### src/rtl/dither_pkg.sv
package dither_pkg;
  typedef enum logic {
    SPAN_WIDE   = 1'b0,
    SPAN_NARROW = 1'b1
  } span_e;
endpackage

### src/rtl/dith_sync.sv
module dith_sync #(
  parameter int STAGES = 2,
  parameter int W      = 1
) (
  input  logic         clk,
  input  logic         rst_n,
  input  logic [W-1:0] d,
  output logic [W-1:0] q
);
  logic [W-1:0] chain [STAGES];

  genvar g;
  generate
    for (g = 0; g < STAGES; g++) begin : g_stage
      if (g == 0) begin : g_first
        always_ff @(posedge clk or negedge rst_n) begin
          if (!rst_n) chain[g] <= '0;
          else        chain[g] <= d;
        end
      end else begin : g_next
        always_ff @(posedge clk or negedge rst_n) begin
          if (!rst_n) chain[g] <= '0;
          else        chain[g] <= chain[g-1];
        end
      end
    end
  endgenerate

  assign q = chain[STAGES-1];
endmodule

### src/rtl/dith_phase.sv
module dith_phase
  import dither_pkg::*;
#(
  parameter int PH_W = 12
) (
  input  logic            clk,
  input  logic            rst_n,
  input  logic            run,
  input  span_e           span_in,
  output logic [PH_W-1:0] phase,
  output span_e           span_q
);
  localparam logic [PH_W-1:0] LAST = '1;

  logic at_end;
  assign at_end = (phase == LAST);

  always_ff @(posedge clk or negedge rst_n) begin
    if (!rst_n)   phase <= '0;
    else if (!run) phase <= '0;
    else          phase <= phase + 1'b1;
  end

  // span is adopted only while idle or on the last step of a period
  always_ff @(posedge clk or negedge rst_n) begin
    if (!rst_n)                 span_q <= SPAN_WIDE;
    else if (!run || at_end)    span_q <= span_in;
  end
endmodule

### src/rtl/dith_shape.sv
module dith_shape
  import dither_pkg::*;
#(
  parameter int PH_W  = 12,
  parameter int OFS_W = PH_W - 1
) (
  input  logic             clk,
  input  logic             rst_n,
  input  logic             run,
  input  logic [PH_W-1:0]  phase,
  input  span_e            span,
  output logic [OFS_W-1:0] offset
);
  logic             falling;
  logic [OFS_W-1:0] ramp;
  logic [OFS_W-1:0] folded;
  logic [OFS_W-1:0] scaled;

  assign falling = phase[PH_W-1];
  assign ramp    = phase[OFS_W-1:0];
  assign folded  = falling ? ~ramp : ramp;
  assign scaled  = (span == SPAN_NARROW) ? (folded >> 1) : folded;

  always_ff @(posedge clk or negedge rst_n) begin
    if (!rst_n)    offset <= '0;
    else if (!run) offset <= '0;
    else           offset <= scaled;
  end
endmodule

### src/rtl/dither_offset_gen.sv
module dither_offset_gen
  import dither_pkg::*;
#(
  parameter int HALF_BITS   = 11,
  parameter int SYNC_STAGES = 2
) (
  input  logic                 clk,
  input  logic                 rst_n,
  input  logic                 dith_en_i,
  input  logic                 span_narrow_i,
  output logic [HALF_BITS-1:0] offset_o
);
  localparam int PH_W  = HALF_BITS + 1;
  localparam int OFS_W = HALF_BITS;

  logic [1:0]      ctl_sync;
  logic            en_sync;
  span_e           span_sync;
  span_e           span_q;
  logic [PH_W-1:0] phase;

  dith_sync #(.STAGES(SYNC_STAGES), .W(2)) u_sync (
    .clk   (clk),
    .rst_n (rst_n),
    .d     ({dith_en_i, span_narrow_i}),
    .q     (ctl_sync)
  );

  assign en_sync   = ctl_sync[1];
  assign span_sync = span_e'(ctl_sync[0]);

  dith_phase #(.PH_W(PH_W)) u_phase (
    .clk     (clk),
    .rst_n   (rst_n),
    .run     (en_sync),
    .span_in (span_sync),
    .phase   (phase),
    .span_q  (span_q)
  );

  dith_shape #(.PH_W(PH_W), .OFS_W(OFS_W)) u_shape (
    .clk    (clk),
    .rst_n  (rst_n),
    .run    (en_sync),
    .phase  (phase),
    .span   (span_q),
    .offset (offset_o)
  );
endmodule

### config.mk
export PLATFORM = sky130hd
export DESIGN_NAME = dither_offset_gen
export DESIGN_NICKNAME = d
export VERILOG_FILES = /design/src/rtl/dither_pkg.sv /design/src/rtl/dith_sync.sv /design/src/rtl/dith_phase.sv /design/src/rtl/dith_shape.sv /design/src/rtl/dither_offset_gen.sv
export SDC_FILE = /design/constraint.sdc
export NUM_CORES = 1
export LEC_CHECK = 0
export ABC_AREA = 0
export BUFFER_PORTS_ARGS = -buffer_cell sky130_fd_sc_hd__buf_4
export CORE_MARGIN = 1.5
export CORE_UTILIZATION = 56
export DETAILED_ROUTE_END_ITERATION = 10
export GPL_TIMING_DRIVEN = 0
export PLACE_DENSITY = 0.78
export SLEW_MARGIN = 10
export SYNTH_ARGS = -nofsm -noshare
export SYNTH_HDL_FRONTEND = slang
export SYNTH_SLANG_ARGS = --single-unit
### constraint.sdc
create_clock -name clk -period 3.6 [get_ports clk]
set_input_delay 0.36 -clock clk [delete_from_list [all_inputs] [get_ports clk]]
set_output_delay 0.36 -clock clk [all_outputs]
set_load 0.005 [all_outputs]
==> results_dict.tcl, run 1 <==
set metrics [dict create \
    power.leakage_nw 0.675 \
    rows 16 \
    p_switching_mw 0.116 \
    cts_root_buffer "clkbuf_4" \
    netlist_instances 111 \
    relSlewSlack 0.694 \
    sequentialPowerShare 0.665 \
    drc 0 \
    fin_crit_sh 0.476 \
    drtIter0Drc 8 \
    final-setup-viol-count 0 \
    h-tree-depth 1 \
    synth_seq_cells 28 \
    drive_gt1_frac 0.178 \
    end_kind "register" \
    die_w_um 50.3 \
    num_io_pins 15 \
    critPathRequiredTime_ns 3.82 \
    grt_first_pass_wirelength_um 3800 \
    synth_cell_types 25 \
    cts_tree "yes" \
    final.min_clock_period_ns 1.72 \
    crit_type "reg -> reg" \
    timing.fmax_mhz 583 \
    antenna_cells 0 \
    p_sw_frac 0.235 \
    overflow 0 \
    clkTransAtPathRegs_ns 0.15 \
    status "finished, final reports clean" \
    grt_usage 0.203 \
    arrival_ns 1.94 \
    rsz0062_at_grt "false" \
    crit_chain "ha_1, nand2_1, o41ai_1, mux2_2" \
    num_vias 855 \
    viasPerCell 5.48 \
    clockBufferDepth 2 \
    clkLatencyLatePin_ns 0.33 \
    io_buffers 14 \
    yosysSeqAreaShare 0.559 \
    ir_drop_mv 0.275 \
    gp_congestion 0.767 \
    worst-path-buf-inv 0 \
    crit_fanout 7 \
    tightest_slew_ns 0.459 \
    cts-resized-gates 0 \
    drt_first_pass_iters 4 \
    setup_tns_ns 0 \
    p_int_mw 0.378 \
    core_area_um2 2040 \
    antenna_found_initial 0 \
    grt_max_degree 29 \
    hpwl_um 1580 \
    cts_setup_buffers 0 \
    postCtsHoldBufs 1 \
    reg2regPathDepth 4 \
    die_h_um 50.3 \
    crit_cells 4 \
    antenna_left 0 \
    fin_worst_skew_ns 0.0109 \
    slowest_stage "dfrtp_1" \
    syn2layout_area_growth_pct 13.7 \
    cp_top_family "flip-flops" \
    nets 137 \
    cts_buffers 3 \
    finalHoldViolCount 0 \
    final.setup.worst_slack_ns 1.88 \
    syn_avg_cell_area_um2 11.3 \
    hold_depth 1 \
    die_area_um2 2530 \
    post_drt_wl_per_cell_um 14.1 \
    clkPwrFrac 0.259 \
    slew_viol_final 0 \
    power.density_nw_per_um2 347 \
    pre_cts_slack_ns 1.91 \
    critPathLaunchType "register" \
    syn_area_um2 1250 \
    critPathMaxStageDelay_ns 0.42 \
    cts_sinks 28 \
    syn_nets 117 \
    routed_wl_um 2200 \
    ys_warn_count 0 \
    drv_cap 0 \
    share_comb_of_total_power 0.076 \
    grt_pass1_vias 882 \
    min_path_type "in -> reg" \
    start_util 0.613 \
]
==> layer usage <==
metal  vias to the layer above  track usage  wire length (um)
met2                        14        0.371              1160
met5                         -            0                 0
met1                       420        0.235               959
met3                         5       0.0357                51
li1                        416            -                 -
met4                         0       0.0811                27
==> cells in the mapped netlist <==
cell type / instances / share of area
nand2_1: 5 / 0.015
buf_2: 2 / 0.0080
ha_1: 2 / 0.020
inv_1: 4 / 0.012
a21oi_1: 6 / 0.024
xor2_1: 12 / 0.084
nor2_1: 15 / 0.045
nand3_1: 3 / 0.012
and2_1: 1 / 0.0050
or4_1: 4 / 0.024
nand2b_1: 1 / 0.0050
nand4_1: 1 / 0.0050
o21ai_0: 2 / 0.0080
or3_1: 1 / 0.0050
nor4_1: 1 / 0.0050
mux2_2: 1 / 0.0090
nand3_2: 1 / 0.0080
clkbuf_1: 2 / 0.0060
dfrtp_1: 28 / 0.56
xnor2_1: 1 / 0.0070
or3_2: 1 / 0.0060
mux2i_1: 11 / 0.088
buf_6: 1 / 0.0090
o31ai_1: 4 / 0.024
o41ai_1: 1 / 0.0070
==> registers in the layout (all words and copies together), names as in the netlist <==
register,cells
u_sync.q,2
u_shape.offset,11
u_phase.phase,12
u_sync.chain,2
u_phase.span_q,1
==> final cells by class <==
class	instances	area [um^2]
clock buffer	3	22.5
timing repair buffer	15	115
inverter	4	15.0
multi-input combinational	74	508
sequential	28	701
buffer	5	28.8
tap	27	33.8
fill	165	618
==> worst register-to-register path, cell delays in order (launching register included) <==
cell and delay (ns):
dfrtp_1 0.42, ha_1 0.23, nand2_1 0.18, o41ai_1 0.42
mux2_2 0.37
==> final timing paths <==
check	from	end	slack, ns
min in group asynchronous	rst_n	u_shape.offset[4]	0.46
min reg2reg	u_sync.chain[2]	u_sync.q[0]	0.38
max in group asynchronous	rst_n	u_phase.span_q	2.88
min	dith_en_i	u_sync.chain[3]	0.12
max reg2reg	u_phase.phase[0]	u_phase.span_q	1.88
max	u_phase.phase[0]	u_phase.span_q	1.88
==> cells by family (layout without fill, tap and decap cells) <==
logic type               Yosys count  count (layout)  synth area share
adder cells (fa/ha/maj)            2               2            0.0200
XOR/XNOR                          13              13            0.0909
multiplexers                      12              12            0.0969
AO/OA/AOI/OAI                     13              13            0.0629
AND/OR/NAND/NOR                   34              34             0.135
buffers and inverters              9              27            0.0350
flip-flops                        28              28             0.559
==> power groups by stage <==
stage / clock [mW] / sequential [mW] / combinational (mW)
after global placement: 0 / 0.334 / 0.0363
after floorplan: 0 / 0.334 / 0.0218
final: 0.128 / 0.329 / 0.0378
after detailed placement: 0 / 0.335 / 0.0378
after global routing: 0.138 / 0.330 / 0.0421
after CTS: 0.126 / 0.329 / 0.0386
==> through the flow <==
| stage | util | power, mW | instances | instance area, um^2 | hold slack (ns) |
|---|---|---|---|---|---|
| floorplan | - | 0.355 | 111 | 1250 | 0.0644 |
| global placement | 0.681 | 0.370 | 152 | 1390 | 0.291 |
| detailed placement | 0.681 | 0.373 | 152 | 1390 | 0.294 |
| CTS | 0.697 | 0.494 | 156 | 1420 | 0.129 |
| global route | 0.697 | 0.510 | 156 | 1420 | 0.114 |
| finish | 0.697 | 0.494 | 156 | 1420 | 0.124 |
==> placed cells by master (no fill, tap or decap) <==
| cell type | instances |
|---|---|
| dfrtp_1 | 28 |
| nor2_1 | 15 |
| buf_4 | 14 |
| xor2_1 | 12 |
| mux2i_1 | 11 |
| a21oi_1 | 6 |
| nand2_1 | 5 |
| inv_1 | 4 |
| o31ai_1 | 4 |
| or4_1 | 4 |
| nand3_1 | 3 |
| clkbuf_4 | 3 |
| clkbuf_1 | 2 |
| buf_2 | 2 |
| o21ai_0 | 2 |
| ha_1 | 2 |
| nand3_2 | 1 |
| buf_6 | 1 |
| nand4_1 | 1 |
| or3_2 | 1 |
| or3_1 | 1 |
| xnor2_1 | 1 |
| and2_1 | 1 |
| nand2b_1 | 1 |
| nor4_1 | 1 |
| o41ai_1 | 1 |
| mux2_2 | 1 |
| dlygate4sd3_1 | 1 |
Power figures use the tool's default switching activity.
==> inputs of run 2 (changes only) <==
--- a/config.mk
+++ b/config.mk
@@ -5,7 +5,7 @@
 export SDC_FILE = /design/constraint.sdc
 export NUM_CORES = 1
 export LEC_CHECK = 0
-export ABC_AREA = 0
+export ABC_AREA = 1
 export BUFFER_PORTS_ARGS = -buffer_cell sky130_fd_sc_hd__buf_4
 export CORE_MARGIN = 1.5
 export CORE_UTILIZATION = 56
==> constraint.sdc (replaced) <==
create_clock -name clk -period 1.7 [get_ports clk]
set_input_delay 0.17 -clock clk [delete_from_list [all_inputs] [get_ports clk]]
set_output_delay 0.17 -clock clk [all_outputs]
set_load 0.005 [all_outputs]
==> run 2 against run 1 <==
Global-route usage down 2.9 points. Core utilization up 1.2 points. Wire length decreased by 13%. Sequential share of layout area decreased by 0.81 points. Area after synthesis is 0.30% higher. Non-clock buffer count unchanged. Critical path type unchanged. Sequential power is 110% higher. Fmax up 29%. First-iteration DRC count rose by 63%. Die area increased by 0.28%. Register-to-register slack got worse by 1.5 ns. Hold slack improved by 0.15 ns.
==> results_dict.tcl, run 2 <==
set metrics [dict create \
    status "finished, final reports clean" \
    cts-resized-gates 0 \
    hpwl_um 1420 \
    final.setup.worst_slack_ns 0.369 \
    tightest_slew_ns 0.333 \
    grt_max_degree 29 \
    die_h_um 50.4 \
    start_util 0.615 \
    reg_top3 "u_phase.phase (12), u_shape.offset (11)" \
    grt_pass1_vias 824 \
    synthArstFlopShare 1.00 \
    share_comb_of_total_power 0.073 \
    syn2layout_area_growth_pct 15.2 \
    ys_top_cells_by_area "dfrtp_1, xnor2_1, nand2_1" \
    synth_cell_types 24 \
    drive_gt1_frac 0.185 \
    slew_viol_final 0 \
    layout_commonest_cell "dfrtp_1" \
    cts_root_buffer "clkbuf_4" \
    ir_drop_mv 0.671 \
    utilization 0.709 \
    min_path_type "in -> async" \
    pre_cts_slack_ns 0.405 \
    arrival_ns 1.59 \
    clkTransAtPathRegs_ns 0.14 \
    largest_register "u_phase.phase" \
    clkLatencyLatePin_ns 0.32 \
    grt_usage 0.174 \
    antenna_found_initial 0 \
    num_vias 906 \
    relSlewSlack 0.778 \
    critPathMaxStageDelay_ns 0.46 \
    rsz0062_at_grt "false" \
    clockBufferDepth 2 \
    end_kind "register" \
    syn_area_um2 1260 \
    critPathRequiredTime_ns 1.96 \
    final_area_um2 1450 \
    fin_worst_skew_ns 0.0108 \
    final.min_clock_period_ns 1.33 \
    routed_wl_um 1920 \
    gp_congestion 0.781 \
    antenna_cells 0 \
    die_w_um 50.4 \
    place_area_um2 1400 \
    slowest_stage "dfrtp_1" \
    h-tree-depth 1 \
    core_area_um2 2040 \
    synthMuxAreaShare 0 \
    antenna_left 0 \
    cts_tree "yes" \
    crit_type "reg -> reg" \
    die_area_um2 2540 \
    synth_compound_area_frac 0.0837 \
    io_buffers 14 \
    synth_top_family_by_area "simple AND/OR/NAND/NOR gates" \
    setup_tns_ns 0 \
    overflow 0 \
    grt_first_pass_wirelength_um 3360 \
    largest_reg_flops 12 \
    yosys_most_used_dff "dfrtp_1" \
    final-setup-viol-count 0 \
    fin_crit_sh 0.783 \
    nets 159 \
    synthAdderAreaFrac 0.0199 \
    clkPwrFrac 0.251 \
    critPathLaunchType "register" \
    yosys.cell_count.top_type "dfrtp_1" \
    synth_commonest_cells "dfrtp_1, nand2_1, nor2_1" \
    syn_nets 137 \
    crit_fanout 6 \
    cts_buffers 3 \
    drtIter0Drc 13 \
    worst_hold_slack_ns 0.273 \
    finalHoldViolCount 0 \
    synth-simple-area-share 0.205 \
    cp_top_family "simple AND/OR/NAND/NOR gates" \
    num_io_pins 15 \
    synth-edff-count 0 \
    rows 16 \
    sequentialPowerShare 0.676 \
    layout_common_cells "dfrtp_1, nand2_1, buf_4, nor2_1, inv_1" \
    total_power_mw 1.03 \
    timing.fmax_mhz 752 \
    power.leakage_nw 0.665 \
    synth_top_area_cell "dfrtp_1" \
    synth_xor_xnor_area_share 0.0697 \
    drt_first_pass_iters 4 \
    netlist_instances 131 \
    fillCellCount 163 \
    p_int_mw 0.799 \
    drc 0 \
    syn_avg_cell_area_um2 9.59 \
    worst-path-buf-inv 1 \
    post_drt_wl_per_cell_um 10.8 \
    synthDominantCellAreaShare 0.558 \
    viasPerCell 5.09 \
    power.density_nw_per_um2 710 \
    final_cells 178 \
    ys_warn_count 0 \
    p_switching_mw 0.229 \
    crit_chain "ha_1, nand2_2, nor2_4, nand3b_1, nand2_1, inv_1, nor2_1" \
    p_sw_frac 0.223 \
    drv_cap 0 \
    synth_seq_cells 28 \
    cts_sinks 28 \
    dpl.cell_count 172 \
    yosysSeqAreaShare 0.558 \
]
==> run 2: changes by cell type after synthesis, moves of 4 or more <==
cell     previous run  this run
nand2_1             5        22
xor2_1             12         0
mux2i_1            11         0
o22ai_1             0        10
xnor2_1             1        10
inv_1               4        12
o31ai_1             4         0
or4_1               4         0
==> run 2: worst paths after layout <==
path                                       start           endpoint  slack (ns)  depth (start not counted)
worst max-delay path            u_phase.phase[0]  u_phase.phase[10]        0.37                          7
worst max register to register  u_phase.phase[0]  u_phase.phase[10]        0.37                          7
worst min register to register   u_sync.chain[2]        u_sync.q[0]        0.36                          0
worst min-delay path                       rst_n  u_shape.offset[5]        0.27                          2
max in group asynchronous                  rst_n   u_phase.phase[6]        1.17                          2
min in group clk                 u_sync.chain[2]        u_sync.q[0]        0.36                          0
==> run 2: power by group through the flow <==
stage	clock, mW	combinational [mW]	sequential [mW]
floorplan	0	0.0410	0.706
global placement	0	0.0699	0.707
detailed placement	0	0.0717	0.708
CTS	0.268	0.0773	0.695
global route	0.290	0.0874	0.697
finish	0.258	0.0753	0.695
==> run 2: metal layers <==
metal | global-route usage | share of wire | vias to the layer above
li1 | - | - | 464
met1 | 0.209 | 0.42 | 410
met2 | 0.300 | 0.49 | 26
met3 | 0.0327 | 0.065 | 6
met4 | 0.0856 | 0.020 | 0
met5 | 0 | 0 | -
==> run 2: cell type report <==
type,instances,area [um^2],area share
sequential,28,701,0.484
timing repair buffer,17,135,0.0933
tap,27,33.8,0.0233
inverter,15,56.3,0.0389
clock buffer,3,22.5,0.0156
multi-input combinational,85,475,0.328
buffer,3,23.8,0.0164
==> run 2: cell families after synthesis <==
| group | Yosys count |
|---|---|
| flip-flops | 28 |
| buffers and inverters | 18 |
| AND/OR/NAND/NOR | 55 |
| adder cells (fa/ha/maj) | 2 |
| XOR/XNOR | 10 |
| AO/OA/AOI/OAI | 18 |
==> run 2: what timing repair did <==
item                                   CTS  global route
endpoints found under the hold margin   30             0
hold buffers                             3             0
buffers inserted                         0             0
==> inputs of run 3 (changes only) <==
==> constraint.sdc (replaced) <==
create_clock -name clk -period 1.35 [get_ports clk]
set_input_delay 0.135 -clock clk [delete_from_list [all_inputs] [get_ports clk]]
set_output_delay 0.135 -clock clk [all_outputs]
set_load 0.005 [all_outputs]
==> run 3 against run 2 <==
Clock skew down 0.0059 ns. First-iteration DRC count down 62%. Fmax up 6.9%. Via count down 0.77%. Total power up 28%. Hold slack worse by 0.029 ns. Sequential share of layout area down 1.3 points. Critical endpoint unchanged. Largest cell class unchanged. Highest routed layer unchanged.
==> results_dict.tcl, run 3 (synthesized netlist as in run 2, its figures left out) <==
set metrics [dict create \
    antenna_found_initial 0 \
    total_power_mw 1.31 \
    critPathRequiredTime_ns 1.61 \
    cp_top_family "simple AND/OR/NAND/NOR gates" \
    p_int_mw 1.02 \
    clkPwrFrac 0.247 \
    worst-path-buf-inv 1 \
    power.leakage_nw 0.686 \
    layout_common_cells "dfrtp_1, nand2_1, buf_4" \
    antenna_cells 0 \
    start_util 0.615 \
    cts_tree "yes" \
    largest_register "u_phase.phase" \
    critPathMaxStageDelay_ns 0.45 \
    num_vias 899 \
    io_buffers 14 \
    crit_type "reg -> reg" \
    end_kind "register" \
    p_sw_frac 0.226 \
    crit_chain "ha_4, nand2_4, nor2_4, nand3b_1, nand2_1, inv_1, nor2_2" \
    min_path_type "in -> async" \
    clkLatencyLatePin_ns 0.32 \
    grt_first_pass_wirelength_um 3360 \
    rrSetupSlack_ns 0.11 \
    power.density_nw_per_um2 881 \
    crit_cells 7 \
    clockBufferDepth 2 \
    layout_commonest_cell "dfrtp_1" \
    viasPerCell 4.99 \
    finalHoldViolCount 0 \
    status "finished, final reports clean" \
    rows 16 \
    timing.fmax_mhz 804 \
    die_area_um2 2540 \
    fin_crit_sh 0.922 \
    relSlewSlack 0.774 \
    num_io_pins 15 \
    crit_path_end "u_phase.phase[10]" \
    syn2layout_area_growth_pct 18.5 \
    drt_first_pass_iters 6 \
    cts_root_buffer "clkbuf_4" \
    gp_congestion 0.781 \
    reg_top3 "u_phase.phase (12), u_shape.offset (11)" \
    met2_length_um 1040 \
    rsz0062_at_grt "false" \
    antenna_left 0 \
    arrival_ns 1.51 \
    slew_viol_final 0 \
    wl_met3_um 75 \
    setup_tns_ns 0 \
    critPathLaunchType "register" \
    drive_gt1_frac 0.222 \
    h-tree-depth 1 \
    final-setup-viol-count 0 \
    die_w_um 50.4 \
    slowest_stage "dfrtp_2" \
    routed_wl_um 2020 \
    r2r-start "u_phase.phase[0]" \
    grt_usage 0.174 \
    cts_sinks 28 \
    reg2regPathDepth 7 \
    core_area_um2 2040 \
    cp-startpoint "u_phase.phase[0]" \
    largest_reg_flops 12 \
    hpwl_um 1420 \
    nets 161 \
    crit_fanout 6 \
    cts_buffers 3 \
    die_h_um 50.4 \
    drv_cap 0 \
    p_switching_mw 0.296 \
    drtIter0Drc 5 \
    drt-met1-wl_um 875 \
    final.min_clock_period_ns 1.24 \
    ir_drop_mv 0.866 \
    share_comb_of_total_power 0.084 \
    sequentialPowerShare 0.669 \
    fillCellCount 154 \
    r2r-end "u_phase.phase[10]" \
    post_drt_wl_per_cell_um 11.2 \
    grt_max_degree 29 \
    grt_pass1_vias 824 \
    clkTransAtPathRegs_ns 0.13 \
    drc 0 \
    top_layer_used "met4" \
    overflow 0 \
    tightest_slew_ns 0.338 \
    fin_worst_skew_ns 0.00493 \
]
==> run 3: cell types whose count changed in the layout (fill, tap and decap cells not counted), sizes merged <==
cell,change
buf,+2
==> run 3: worst min path at each step <==
stage                     startpoint                 to  slack [ns]  cells after the start
after floorplan                rst_n   u_phase.phase[0]       -0.16                      0
after global placement         rst_n  u_shape.offset[1]        0.06                      1
after detailed placement       rst_n  u_shape.offset[0]        0.07                      1
after CTS                      rst_n  u_shape.offset[5]        0.25                      2
after global routing           rst_n  u_shape.offset[5]        0.27                      2
final                          rst_n  u_shape.offset[0]        0.24                      2
==> run 3: power groups by stage <==
stage | Sequential (mW) | Clock (mW) | Combinational [mW]
floorplan | 0.889 | 0 | 0.0517
global placement | 0.890 | 0 | 0.0880
detailed placement | 0.891 | 0 | 0.0903
CTS | 0.875 | 0.337 | 0.0974
global route | 0.879 | 0.364 | 0.127
finish | 0.876 | 0.324 | 0.110
==> run 3: repair_timing <==
item	4_1_cts	5_1_grt
hold buffers	3	0
gates resized for setup	0	6
setup endpoints to repair	0	3
setup buffers	0	2
hold endpoints to repair	30	0
==> run 3: metal layers <==
layer  vias up  track usage
met4         0       0.0856
met3         4       0.0327
met1       408        0.209
li1        468            -
met2        19        0.300
met5         -            0
==> run 3: per-stage QoR <==
| step | hold WS [ns] | utilization | instances | area [um^2] | setup slack [ns] |
|---|---|---|---|---|---|
| after detailed placement | 0.0673 | 0.683 | 172 | 1400 | 0.0553 |
| after floorplan | -0.161 | - | 131 | 1260 | 0.221 |
| after global routing | 0.267 | 0.729 | 180 | 1490 | 0.00311 |
| after global placement | 0.0602 | 0.683 | 172 | 1400 | 0.0998 |
| final | 0.245 | 0.729 | 180 | 1490 | 0.106 |
| after CTS | 0.247 | 0.709 | 178 | 1450 | 0.0219 |
==> run 3: cell type report <==
class / instances / area, um^2 / share of cell area
flip-flops and latches: 28 / 702 / 0.471
inverters: 15 / 56.3 / 0.0378
repair buffers: 19 / 150 / 0.101
clock buffers: 3 / 22.5 / 0.0151
multi-input cells: 85 / 500 / 0.336
well taps: 27 / 33.8 / 0.0227
plain buffers: 3 / 23.8 / 0.0160
==> run 3: worst register-to-register path: cells and delay by family, from the launching register on <==
| family | cells | cell delay, ns |
|---|---|---|
| DFF | 1 | 0.45 |
| and+or+nand+nor | 5 | 0.53 |
| adders and majority gates | 1 | 0.17 |
| buffers and inverters | 1 | 0.05 |
